**config.mk**
```make
export PLATFORM = sky130hd
export DESIGN_NAME = bus_borrow_ctl
export DESIGN_NICKNAME = d
export VERILOG_FILES = /design/src/rtl/busborrow_pkg.sv /design/src/rtl/bb_mode_track.sv /design/src/rtl/bb_ack_sync.sv /design/src/rtl/bb_path_ctrl.sv /design/src/rtl/bus_borrow_ctl.sv
export SDC_FILE = /design/constraint.sdc
export NUM_CORES = 1
export LEC_CHECK = 0
export BUFFER_PORTS_ARGS = -buffer_cell sky130_fd_sc_hd__buf_2
export CAP_MARGIN = 5
export CORE_AREA = 2 2 39 41
export CTS_CLUSTER_DIAMETER = 30
export DETAILED_ROUTE_END_ITERATION = 6
export DIE_AREA = 0 0 41 43
export GPL_ROUTABILITY_DRIVEN = 0
export PLACE_DENSITY = 0.46
export SLEW_MARGIN = 20
export SYNTH_ARGS = -nofsm -noshare
export SYNTH_HDL_FRONTEND = slang
export SYNTH_SLANG_ARGS = --single-unit
```
**constraint.sdc**
```tcl
create_clock -name clk -period 1.7 [get_ports clk]
set_input_delay 0.085 -clock clk [delete_from_list [all_inputs] [get_ports clk]]
set_output_delay 0.085 -clock clk [all_outputs]
set_load 0.02 [all_outputs]
```
**src/rtl/busborrow_pkg.sv**
```systemverilog
package busborrow_pkg;
  typedef enum logic {
    MS_VIDEO   = 1'b0,
    MS_COMPUTE = 1'b1
  } mstate_e;
endpackage

```
**src/rtl/bb_mode_track.sv**
```systemverilog
module bb_mode_track
  import busborrow_pkg::*;
(
  input  logic    clk,
  input  logic    rst,
  input  logic    io_req_n,
  input  logic    io_wr_n,
  input  logic    video_sel,
  input  logic    run_sel,
  output mstate_e state_d,
  output mstate_e state_q
);
  logic io_write;
  logic go_video;
  logic go_run;

  assign io_write = !io_req_n && !io_wr_n;
  assign go_video = io_write && video_sel;
  assign go_run   = io_write && run_sel && !video_sel;

  always_comb begin
    state_d = state_q;
    if (go_video)    state_d = MS_VIDEO;
    else if (go_run) state_d = MS_COMPUTE;
  end

  always_ff @(posedge clk) begin
    if (rst) state_q <= MS_VIDEO;
    else     state_q <= state_d;
  end


  video_cmd_chk: assert property (@(posedge clk) disable iff (rst)
    (!io_req_n && !io_wr_n && video_sel) |=> (state_q == MS_VIDEO));


  run_cmd_chk: assert property (@(posedge clk) disable iff (rst)
    (!io_req_n && !io_wr_n && run_sel && !video_sel) |=> (state_q == MS_COMPUTE));


  no_cmd_hold_chk: assert property (@(posedge clk) disable iff (rst)
    (io_req_n || io_wr_n || (!video_sel && !run_sel)) |=> $stable(state_q));
endmodule

```
**src/rtl/bb_ack_sync.sv**
```systemverilog
module bb_ack_sync #(
  parameter int STAGES = 2
) (
  input  logic clk,
  input  logic rst,
  input  logic ack_n,
  output logic acked
);
  localparam int LAST = STAGES - 1;

  logic [LAST:0] chain_q;

  generate
    if (STAGES < 2) begin : g_single
      always_ff @(posedge clk) begin
        if (rst) chain_q <= '1;
        else     chain_q <= ack_n;
      end
    end else begin : g_chain
      always_ff @(posedge clk) begin
        if (rst) chain_q <= '1;
        else     chain_q <= {chain_q[LAST-1:0], ack_n};
      end
    end
  endgenerate

  assign acked = !chain_q[LAST];
endmodule

```
**src/rtl/bb_path_ctrl.sv**
```systemverilog
module bb_path_ctrl
  import busborrow_pkg::*;
(
  input  logic    clk,
  input  logic    rst,
  input  mstate_e state_d,
  input  logic    acked,
  input  logic    mem_req_n,
  input  logic    mem_rd_n,
  input  logic    addr_a15,
  output logic    slave_req_n,
  output logic    addr_buf_en_n,
  output logic    data_buf_en_n,
  output logic    local_cs_off
);
  logic want_bus;
  logic armed_q;
  logic armed_d;
  logic grant_d;
  logic upper_rd;

  assign want_bus = (state_d == MS_COMPUTE);
  assign upper_rd = !mem_req_n && !mem_rd_n && addr_a15;
  assign grant_d  = want_bus && !slave_req_n && armed_q && acked;

  // Re-arm only after the synchronized acknowledge has gone away.
  always_comb begin
    if (!acked)         armed_d = 1'b1;
    else if (!want_bus) armed_d = 1'b0;
    else                armed_d = armed_q;
  end

  always_ff @(posedge clk) begin
    if (rst) begin
      armed_q       <= 1'b1;
      slave_req_n   <= 1'b1;
      addr_buf_en_n <= 1'b1;
      data_buf_en_n <= 1'b1;
      local_cs_off  <= 1'b0;
    end else begin
      armed_q       <= armed_d;
      slave_req_n   <= !want_bus;
      addr_buf_en_n <= !grant_d;
      data_buf_en_n <= !(grant_d && upper_rd);
      local_cs_off  <= grant_d && upper_rd;
    end
  end


  addr_needs_req_chk: assert property (@(posedge clk) disable iff (rst)
    !addr_buf_en_n |-> !slave_req_n);


  addr_after_ack_chk: assert property (@(posedge clk) disable iff (rst)
    $fell(addr_buf_en_n) |-> $past(acked));


  data_upper_rd_chk: assert property (@(posedge clk) disable iff (rst)
    !data_buf_en_n |-> $past(!mem_req_n && !mem_rd_n && addr_a15));


  cs_off_with_data_chk: assert property (@(posedge clk) disable iff (rst)
    local_cs_off |-> (!data_buf_en_n && !addr_buf_en_n));


  rearm_chk: assert property (@(posedge clk) disable iff (rst)
    (!armed_q && acked) |=> addr_buf_en_n);
endmodule

```
**src/rtl/bus_borrow_ctl.sv**
```systemverilog
module bus_borrow_ctl
  import busborrow_pkg::*;
#(
  parameter int SYNC_STAGES = 2
) (
  input  logic clk,
  input  logic rst,
  input  logic io_req_n,
  input  logic io_wr_n,
  input  logic video_sel,
  input  logic run_sel,
  input  logic mem_req_n,
  input  logic mem_rd_n,
  input  logic addr_a15,
  input  logic slave_ack_n,
  output logic slave_req_n,
  output logic addr_buf_en_n,
  output logic data_buf_en_n,
  output logic local_cs_off
);
  mstate_e state_d;
  mstate_e state_q;
  logic    acked;

  bb_mode_track u_mode (
    .clk       (clk),
    .rst       (rst),
    .io_req_n  (io_req_n),
    .io_wr_n   (io_wr_n),
    .video_sel (video_sel),
    .run_sel   (run_sel),
    .state_d   (state_d),
    .state_q   (state_q)
  );

  bb_ack_sync #(.STAGES(SYNC_STAGES)) u_sync (
    .clk   (clk),
    .rst   (rst),
    .ack_n (slave_ack_n),
    .acked (acked)
  );

  bb_path_ctrl u_path (
    .clk           (clk),
    .rst           (rst),
    .state_d       (state_d),
    .acked         (acked),
    .mem_req_n     (mem_req_n),
    .mem_rd_n      (mem_rd_n),
    .addr_a15      (addr_a15),
    .slave_req_n   (slave_req_n),
    .addr_buf_en_n (addr_buf_en_n),
    .data_buf_en_n (data_buf_en_n),
    .local_cs_off  (local_cs_off)
  );


  reset_video_chk: assert property (@(posedge clk)
    $past(rst) |-> (state_q == MS_VIDEO && slave_req_n && !local_cs_off));
endmodule

```
==> flow_metrics.env <==
export IMPL_status="finished, final reports clean"
export IMPL_h_tree_depth=1
export IMPL_cts_clk_slew_worst_paths_ns=0.05
export IMPL_fin_ws_ns=0.475
export IMPL_fmax_ghz=0.816
export IMPL_setup_tns_ns=0
export IMPL_drc=0
export IMPL_grt_pass1_vias=195
export IMPL_min_path_type="input pin to flip-flop"
export IMPL_r2r_start="u_path.armed_q"
export IMPL_syn_cell_area_um2=278
export IMPL_place_ws_ns=0.472
export IMPL_slew_viol_final=0
export IMPL_cp_slowest_cell="or4b_1"
export IMPL_post_cts_buffers=0
export IMPL_swShare=0.203
export IMPL_holdBufCountCts=0
export IMPL_grt_total_usage=0.0645
export IMPL_layout_drive_gt1_share=0.579
export IMPL_maxSlewHeadroom=0.789
export IMPL_p_int_uw=288
export IMPL_synthDominantCellAreaShare=0.577
export IMPL_fp_row_count=14
export IMPL_cp_endpoint="u_path.data_buf_en_n"
export IMPL_boundaryPins=14
export IMPL_clkSinkCount=8
export IMPL_r2r_setup_slack_ns=0.47
export IMPL_p_leak_nw=0.173
export IMPL_io_buffers=13
export IMPL_worst_path_buf_inv=0
export IMPL_clk_latency_ns=0.25
export IMPL_grt_max_degree=6
export IMPL_yosys_warnings=0
export IMPL_nFillCells=145
export IMPL_endpoint_kind="flip-flop"
export IMPL_dr_pass1_iters=1
export IMPL_multiInputGateArea_um2=114
export IMPL_yosysMostFrequentCell="dfxtp_1"
export IMPL_rsz0062_at_grt="false"
export IMPL_ant_nets=0
export IMPL_cap_viol_max_count=0
export IMPL_yosys_top_cells_count="dfxtp_1 (8), or2_2 (3), o21ai_0 (2)"
export IMPL_clock_root_buffer="clkbuf_4"
export IMPL_total_power_uw=361
export IMPL_finalWirelength_um=457
export IMPL_ir_drop_v=0.000486
export IMPL_avgSynthCellArea_um2=12.6
export IMPL_nets=50
export IMPL_cp_arrival_ns=1.35
export IMPL_die_width_um=41
export IMPL_cp_start_kind="flip-flop"
export IMPL_cts_buffer_depth=2
export IMPL_synth_edf_count=0
export IMPL_yosysSeqAreaShare=0.577
export IMPL_power_switching_uw=73.3
export IMPL_path_max_fanout=3
export IMPL_setup_viol=0
export IMPL_worst_pin_slew_ns=0.314
export IMPL_path_cells="nor2b_1, o2111ai_2, or4b_1"
export IMPL_cts_resized=0
export IMPL_core_um2=1380
export IMPL_grt_overflow_total=0
export IMPL_antenna_cells=0
export IMPL_wl_per_cell_um=8.46
export IMPL_cts_tree="built"
export IMPL_ff2ff_path_depth=3
export IMPL_async_flop_share=0
export IMPL_start_util=0.201
export IMPL_p_clk_frac=0.383
export IMPL_worstReg2RegEnd="u_path.data_buf_en_n"
export IMPL_crit_path_max_incr_delay_ns=0.50
export IMPL_worstPathRequired_ns=1.83
export IMPL_synth_top_flop_cell="dfxtp_1"
export IMPL_finalHoldWorstSlack_ns=0.0108
export IMPL_fin_crit_sh=0.721
export IMPL_dieArea_um2=1760
export IMPL_synthTopCellsByArea="dfxtp_1 (58%), nor2_8 (7.2%), or2_2 (6.8%), o2111ai_2 (5.4%), nor3b_2 (4.5%)"
export IMPL_path_class="flip-flop to flip-flop"
export IMPL_viasPerCell=3.89
export IMPL_comb_power_share=0.075
export IMPL_hpwl_um=388
export IMPL_synth_seq_cells=8
export IMPL_final_util=0.278
export IMPL_crit_start="u_path.armed_q"
export IMPL_synth_distinct_cells=12
export IMPL_path_depth=3
export IMPL_finalClockSkew_ns=0.00448
export IMPL_grt_pass1_wl_um=717
export IMPL_antenna_found_initial=0
export IMPL_synthCells=22
export IMPL_yosysTopAreaCell="dfxtp_1"
export IMPL_regArea_um2=160
export IMPL_finalHoldViolations=0
export IMPL_power_density_nw_per_um2=937
export IMPL_synthesis_nets=32
export IMPL_drtIter0Drc=0
export IMPL_dieHeight_um=43
export IMPL_p_seq_frac=0.542
export IMPL_crit_family="simple AND/OR/NAND/NOR gates"
export IMPL_cts_buffers_inserted=3
export IMPL_vias=210
export IMPL_period_needed_ns=1.23
export IMPL_area_growth_pct=38.7
-- worst min path at each step --
stage,startpoint,endpoint,cells after the start
2_1_floorplan,rst,u_mode.state_q,1
3_3_place_gp,mem_rd_n,u_path.local_cs_off,2
3_5_place_dp,mem_rd_n,u_path.local_cs_off,2
4_1_cts,mem_rd_n,u_path.local_cs_off,2
5_1_grt,mem_rd_n,u_path.local_cs_off,2
6_report,mem_req_n,u_path.local_cs_off,2
-- final cells by class --
type	instances	share of cell area
Multi-Input combinational cell	13	0.295
Timing Repair Buffer	13	0.169
Inverter	1	0.00974
Clock buffer	3	0.0584
Sequential cell	8	0.416
Tap cell	16	0.0519
-- stage by stage --
| step | area, µm² | std cells |
|---|---|---|
| 3_5_place_dp | 363 | 51 |
| 3_3_place_gp | 363 | 51 |
| 4_1_cts | 385 | 54 |
| 6_report | 385 | 54 |
| 5_1_grt | 385 | 54 |
| 2_1_floorplan | 278 | 22 |
-- power by group through the flow --
stage          combinational (mW)  clock, mW  sequential (mW)
2_1_floorplan             0.00992          0            0.201
3_3_place_gp               0.0267          0            0.200
3_5_place_dp               0.0275          0            0.200
4_1_cts                    0.0275      0.148            0.196
5_1_grt                    0.0305      0.154            0.196
6_report                   0.0270      0.138            0.196
-- per-layer routing --
layer | wire length [µm] | share of wire | vias up | global-route usage
met5 | 0 | 0 | - | 0
met4 | 0 | 0 | 0 | 0
met3 | 56 | 0.12 | 0 | 0.0785
met2 | 207 | 0.45 | 10 | 0.0875
met1 | 193 | 0.42 | 89 | 0.0682
li1 | - | - | 111 | -
-- worst reg2reg max path, delay by kind of cell (launching register included) --
| kind | cells | cell delay, ns |
|---|---|---|
| flip-flops | 1 | 0.32 |
| AND/OR/NAND/NOR | 2 | 0.65 |
| AO/OA/AOI/OAI | 1 | 0.13 |
-- sequential cells by signal (all words and copies together) (netlist names) --
register              cells
u_sync.chain_q            2
u_mode.state_q            1
u_path.addr_buf_en_n      1
u_path.armed_q            1
u_path.data_buf_en_n      1
u_path.local_cs_off       1
u_path.slave_req_n        1
-- cell families after synthesis --
logic type      after synthesis  synth area share
simple gates                 10             0.320
flops                         8             0.577
compound gates                3            0.0901
buf+inv                       1            0.0135
-- cell usage in the layout, fill, tap and decap left out, types with 2 or more instances in the layout --
master     n
o21ai_0    2
clkbuf_4   3
buf_2     13
or2_2      3
dfxtp_1    8
No activity file was read; power rests on OpenSTA's default activity.
